### config.mk
export PLATFORM = sky130hd
export DESIGN_NAME = stsprot_top
export DESIGN_NICKNAME = d
export VERILOG_FILES = /design/src/rtl/stsprot_pkg.sv /design/src/rtl/stsprot_regs.sv /design/src/rtl/stsprot_ctl.sv /design/src/rtl/stsprot_top.sv
export SDC_FILE = /design/constraint.sdc
export NUM_CORES = 1
export LEC_CHECK = 0
export ABC_AREA = 1
export BUFFER_PORTS_ARGS = -buffer_cell sky130_fd_sc_hd__buf_2
export CORE_AREA = 8 8 45 47
export CTS_BUF_LIST = sky130_fd_sc_hd__clkbuf_4 sky130_fd_sc_hd__clkbuf_8
export DETAILED_ROUTE_END_ITERATION = 8
export DIE_AREA = 0 0 53 55
export PLACE_DENSITY = 0.71
export SLEW_MARGIN = 15
export SYNTH_ARGS = -nofsm -noshare
export SYNTH_HDL_FRONTEND = slang
export SYNTH_HIERARCHICAL = 1
export SYNTH_SLANG_ARGS = --single-unit
### constraint.sdc
create_clock -name clk -period 1.6 [get_ports clk]
set_input_delay 0.16 -clock clk [delete_from_list [all_inputs] [get_ports clk]]
set_output_delay 0.16 -clock clk [all_outputs]
set_load 0.02 [all_outputs]
### src/rtl/stsprot_pkg.sv
package stsprot_pkg;

  typedef struct packed {
    logic setWel;
    logic clrWel;
    logic loadNv;
  } ctlStrobe_t;

  typedef enum logic [1:0] {
    LVL_NONE    = 2'd0,
    LVL_QUARTER = 2'd1,
    LVL_HALF    = 2'd2,
    LVL_ALL     = 2'd3
  } protLevel_t;

  localparam logic [7:0] NV_MASK = 8'b1000_1100;
  localparam int PE_BIT  = 7;
  localparam int LVL_LO  = 2;
  localparam int WEL_BIT = 1;
  localparam int BSY_BIT = 0;

endpackage

### src/rtl/stsprot_regs.sv
module stsprot_regs
  import stsprot_pkg::*;
#(
  parameter int ADDR_W = 13
) (
  input  logic              clk,
  input  logic              rstN,
  input  ctlStrobe_t        strobe,
  input  logic [7:0]        wrsrData,
  input  logic [ADDR_W-1:0] wrAddr,
  input  logic              busy,
  output logic [7:0]        statusByte,
  output logic              wel,
  output logic              pinEnable,
  output logic              addrGuarded
);

  localparam int          CMP_W        = ADDR_W + 1;
  localparam int unsigned DEPTH        = 1 << ADDR_W;
  localparam int unsigned HALF_BASE    = DEPTH / 2;
  localparam int unsigned QUARTER_BASE = DEPTH - DEPTH / 4;

  logic [7:0]   nvReg;
  logic         welReg;
  protLevel_t   level;
  logic [CMP_W-1:0] guardBase;
  logic [CMP_W-1:0] addrExt;

  always_ff @(posedge clk) begin
    if (!rstN) begin
      welReg <= 1'b0;
    end else if (strobe.clrWel) begin
      welReg <= 1'b0;
    end else if (strobe.setWel) begin
      welReg <= 1'b1;
    end
  end

  always_ff @(posedge clk) begin
    if (!rstN) begin
      nvReg <= 8'h00;
    end else if (strobe.loadNv) begin
      nvReg <= wrsrData & NV_MASK;
    end
  end

  assign level = protLevel_t'(nvReg[LVL_LO+1:LVL_LO]);

  always_comb begin
    unique case (level)
      LVL_QUARTER: guardBase = CMP_W'(QUARTER_BASE);
      LVL_HALF:    guardBase = CMP_W'(HALF_BASE);
      LVL_ALL:     guardBase = '0;
      default:     guardBase = CMP_W'(DEPTH);
    endcase
  end

  assign addrExt     = {1'b0, wrAddr};
  assign addrGuarded = (addrExt >= guardBase);

  assign wel        = welReg;
  assign pinEnable  = nvReg[PE_BIT];
  assign statusByte = (nvReg & NV_MASK) | {6'b0, welReg, busy};

  p_load_keeps_unused_zero_r5: assert property (@(posedge clk) disable iff (!rstN)
    strobe.loadNv |=> (statusByte[6:4] == 3'b000));

  p_nv_hold_r6: assert property (@(posedge clk) disable iff (!rstN)
    !strobe.loadNv |=> $stable(nvReg));

endmodule

### src/rtl/stsprot_ctl.sv
module stsprot_ctl
  import stsprot_pkg::*;
(
  input  logic       clk,
  input  logic       rstN,
  input  logic       wrenDone,
  input  logic       wrdiDone,
  input  logic       wrsrDone,
  input  logic       arrayWriteDone,
  input  logic       wpN,
  input  logic       busy,
  input  logic       wel,
  input  logic       pinEnable,
  input  logic       addrGuarded,
  output ctlStrobe_t strobe,
  output logic       arrayWrOk,
  output logic       statusWrOk
);

  logic hwLock;
  logic wrsrTaken;
  logic arrayTaken;

  assign hwLock     = pinEnable && !wpN;
  assign arrayWrOk  = wel && !busy && !addrGuarded;
  assign statusWrOk = wel && !busy && !hwLock;

  assign wrsrTaken  = wrsrDone && statusWrOk;
  assign arrayTaken = arrayWriteDone && arrayWrOk;

  always_comb begin
    strobe        = '0;
    strobe.setWel = wrenDone;
    strobe.clrWel = wrdiDone || wrsrTaken || arrayTaken;
    strobe.loadNv = wrsrTaken;
  end

  p_wren_sets_r3: assert property (@(posedge clk) disable iff (!rstN)
    (wrenDone && !wrdiDone && !wrsrDone && !arrayWriteDone) |=> wel);

  p_wrdi_clears_r4: assert property (@(posedge clk) disable iff (!rstN)
    wrdiDone |=> !wel);

  p_collide_clear_wins_r12: assert property (@(posedge clk) disable iff (!rstN)
    (wrenDone && wrdiDone) |=> !wel);

  p_busy_blocks_r11: assert property (@(posedge clk) disable iff (!rstN)
    busy |-> !(arrayWrOk || statusWrOk));

endmodule

### src/rtl/stsprot_top.sv
module stsprot_top
  import stsprot_pkg::*;
#(
  parameter int ADDR_W = 13
) (
  input  logic              clk,
  input  logic              rstN,
  input  logic              wrenDone,
  input  logic              wrdiDone,
  input  logic              wrsrDone,
  input  logic [7:0]        wrsrData,
  input  logic              arrayWriteDone,
  input  logic [ADDR_W-1:0] wrAddr,
  input  logic              wpN,
  input  logic              busy,
  output logic [7:0]        statusByte,
  output logic              arrayWrOk,
  output logic              statusWrOk
);

  ctlStrobe_t strobe;
  logic       wel;
  logic       pinEnable;
  logic       addrGuarded;

  stsprot_regs #(.ADDR_W(ADDR_W)) u_regs (
    .clk         (clk),
    .rstN        (rstN),
    .strobe      (strobe),
    .wrsrData    (wrsrData),
    .wrAddr      (wrAddr),
    .busy        (busy),
    .statusByte  (statusByte),
    .wel         (wel),
    .pinEnable   (pinEnable),
    .addrGuarded (addrGuarded)
  );

  stsprot_ctl u_ctl (
    .clk            (clk),
    .rstN           (rstN),
    .wrenDone       (wrenDone),
    .wrdiDone       (wrdiDone),
    .wrsrDone       (wrsrDone),
    .arrayWriteDone (arrayWriteDone),
    .wpN            (wpN),
    .busy           (busy),
    .wel            (wel),
    .pinEnable      (pinEnable),
    .addrGuarded    (addrGuarded),
    .strobe         (strobe),
    .arrayWrOk      (arrayWrOk),
    .statusWrOk     (statusWrOk)
  );

  p_pin_lock_r7: assert property (@(posedge clk) disable iff (!rstN)
    (wrsrDone && statusByte[PE_BIT] && !wpN)
      |=> ($stable(statusByte[7:2]) && $stable(statusByte[WEL_BIT])));

  p_no_latch_no_permit_r6: assert property (@(posedge clk) disable iff (!rstN)
    !statusByte[WEL_BIT] |-> !(arrayWrOk || statusWrOk));

  p_commit_clears_r9: assert property (@(posedge clk) disable iff (!rstN)
    (arrayWriteDone && arrayWrOk) |=> !statusByte[WEL_BIT]);

  p_blocked_keeps_r10: assert property (@(posedge clk) disable iff (!rstN)
    (arrayWriteDone && !arrayWrOk && statusByte[WEL_BIT] && !wrdiDone && !wrsrDone)
      |=> statusByte[WEL_BIT]);

  p_busy_mirror_r2: assert property (@(posedge clk) disable iff (!rstN)
    statusByte[BSY_BIT] == busy);

endmodule

==> impl_metrics.py <==
metrics = {
    "sta": {
        "setup_viol": 2,
        "setup_slack_ns": -0.231,
        "period_share": 1.14,
        "hold_viol": 0,
        "layout_min_cycle_time_ns": 1.83,
        "fin_tns_setup_ns": -0.434,
        "rsz0062_at_grt": "true",
        "finalMaxSlewViolations": 0,
        "skew_ns": 0.00824,
        "fmax_mhz": 546,
    },
    "setup_path": {
        "crit_path_cell_trace": "buf_6 -> ha_4 -> ha_4 -> inv_2 -> nor2_2 -> nand2_1 -> nor2_2 -> nand2_1 -> nand2_2 -> nor2_4 -> buf_6",
        "critPathMaxStageDelay_ns": 0.34,
        "crit_path_start_kind": "register",
        "rrSetupSlack_ns": -0.20,
        "cp_top_family": "simple AND/OR/NAND/NOR gates",
        "cp_slowest_cell": "dfxtp_4",
        "worst_r2r_path_depth": 14,
        "worst_ep_required_time_ns": 1.44,
        "cp_data_arrival_time_ns": 1.67,
        "rr_startpoint": "u_regs/nvReg[3]",
        "r2r-end": "u_regs/wel",
        "path_max_fanout": 2,
        "path_class": "register to output port",
        "end_kind": "output port",
        "cp_num_buf_inv": 3,
    },
    "final_layout": {
        "fillCellCount": 153,
        "nets": 131,
        "multi_input_area_sq_um": 287,
        "area_growth_pct": 75.8,
        "drive_gt1_frac": 0.619,
        "fin_area_sq_um": 691,
        "seq_area_sq_um": 87.6,
        "diodes": 0,
    },
    "detailed_routing": {
        "ant_nets": 0,
        "vias": 458,
        "wire_per_inst_um": 9.64,
        "vias_per_cell": 4.05,
        "drc": 0,
        "firstDrtPassIters": 4,
        "drt_iter0_drc": 2,
        "wl_mm": 1.09,
    },
    "power": {
        "ir_worst_vdd_uv": 264,
        "p_per_area_nw_per_um2": 531,
        "power_mw": 0.367,
        "p_leak_nw": 0.366,
    },
    "place": {
        "post_dp_cell_area_sq_um": 548,
        "gp_congestion": 0.759,
        "portBuffers": 30,
        "dp_hpwl_um": 862,
    },
    "global_route": {
        "grt_pass1_vias": 432,
        "overflow": 0,
        "grt_max_degree": 6,
        "grt_usage": 0.0814,
        "antenna_found_initial": 0,
        "grt_pass1_wl_mm": 1.75,
    },
    "die": {
        "start_util": 0.284,
        "die_area_sq_um": 2920,
        "core.rowCount": 14,
        "io_pins": 39,
        "die_x_um": 53,
        "core_area_sq_um": 1380,
        "fp.dieH_um": 55,
    },
    "clock_tree": {
        "clock-sinks": 4,
        "hold_buffers": 0,
        "clkTransAtPathRegs_ns": 0.04,
        "cts_root_buf": "clkbuf_4",
        "clock_latency_ns": 0.24,
        "cts.path.max_buffers": 2,
        "cts_buffers": 3,
        "ctsHtreeMaxLevel": 1,
        "cts_tree": "done",
    },
    "synth": {
        "synth_top_area_frac": 0.204,
        "synth_top_area_cell": "dfxtp_1",
        "synth-compound-area-share": 0.111,
        "synth_top_family_by_area": "buffers and inverters",
        "yosysWarnings": 6,
        "syn_inst": 63,
        "yosysUniqueCellTypes": 13,
        "synth_seq_area_share": 0.204,
        "syn_area_sq_um": 393,
        "synth_area_leaders": "dfxtp_1 (20%), buf_4 (15%), inv_1 (13%), ha_1 (13%), nor2_1 (11%)",
        "synth_fa_ha_area_frac": 0.127,
        "avgSynthCellArea_sq_um": 6.24,
        "synthSimpleGateAreaFrac": 0.261,
        "ys_ff_latch": 4,
        "post_synth_xor_area_fraction": 0,
        "synthMuxAreaShare": 0,
    },
    "worst_hold_path": {
        "holdPathStages": 3,
        "hold_end": "u_regs/nvReg[7]",
        "min_from": "wrsrData[7]",
        "hold_path_class": "input pin to register",
    },
    "status": {
        "failed_checks": "negative setup slack",
        "outcome": "complete, but fails checks",
    },
    "flow_run": {
        "max_cap_violations": 0,
    },
}
==> cells in the final DEF, fill, tap and decap left out, drive strengths merged <==
| cell | count |
|---|---|
| a21oi | 4 |
| inv | 14 |
| nand4 | 1 |
| o21ai | 4 |
| nand3 | 2 |
| clkbuf | 4 |
| nor2 | 14 |
| ha | 4 |
| dfxtp | 4 |
| buf | 36 |
| conb | 3 |
| nand2 | 7 |
==> per-stage QoR <==
step	setup WS, ns	cells	util	hold slack, ns
6_report	-0.231	113	0.499	0.154
5_1_grt	-0.349	113	0.499	0.156
4_1_cts	-0.252	113	0.467	0.147
3_5_place_dp	-0.125	106	0.396	0.388
3_3_place_gp	-0.112	106	0.396	0.383
2_1_floorplan	-0.0416	65	-	0.288
==> power breakdown <==
part	internal (mW)	switching, mW
combinational	0.0536	0.0536
clock	0.111	0.0453
sequential	0.101	0.00275
total	0.265	0.102
==> cell families after synthesis <==
group                    after synthesis
buffers and inverters                 22
other                                  1
flip-flops                             4
AND/OR/NAND/NOR                       24
adder cells (fa/ha/maj)                4
AO/OA/AOI/OAI                          8
==> routing by layer <==
metal,GRT usage,vias to the layer above,part of all wire
li1,-,248,-
met1,0.0819,185,0.36
met2,0.123,23,0.45
met3,0.0455,2,0.18
met4,0.0647,0,0.0092
met5,0,-,0
==> state kept, by name (all words and copies together) (netlist names) <==
signal	count
u_regs/nvReg	3
u_regs/wel	1
==> worst min-delay path: cells and delay by family <==
family	cells	cell delay, ns
buffers and inverters	1	0.07
and+or+nand+nor	2	0.11
==> Yosys cell counts, drive strengths merged <==
| cell type | n |
|---|---|
| a21oi | 4 |
| buf | 8 |
| conb | 1 |
| dfxtp | 4 |
| ha | 4 |
| inv | 14 |
| nand2 | 7 |
| nand3 | 2 |
| nand4 | 1 |
| nor2 | 14 |
| o21ai | 4 |
==> layout make-up <==
cell class	instances	area share
clock buffers	4	0.0435
inverters	14	0.0833
multi-input cells	39	0.415
flip-flops and latches	4	0.127
well taps	16	0.0290
repair buffers	36	0.303
==> worst max path at each step <==
stage | start | endpoint | slack [ns] | depth (start not counted)
after CTS | u_regs/nvReg[3] | arrayWrOk | -0.25 | 10
after global placement | u_regs/nvReg[3] | arrayWrOk | -0.11 | 10
after floorplan | u_regs/nvReg[3] | u_regs/wel | -0.04 | 12
after global routing | u_regs/nvReg[2] | arrayWrOk | -0.35 | 11
final | u_regs/nvReg[2] | arrayWrOk | -0.23 | 11
after detailed placement | u_regs/nvReg[3] | arrayWrOk | -0.13 | 10
==> timing repair <==
item | CTS | global route
pin swaps | 8 | 5
buffers inserted | 4 | 1
gates resized for setup | 11 | 10
endpoints found under the hold margin | 0 | 0
endpoints found under the setup margin | 2 | 2
Note: power is estimated with default switching activity, not from simulation.
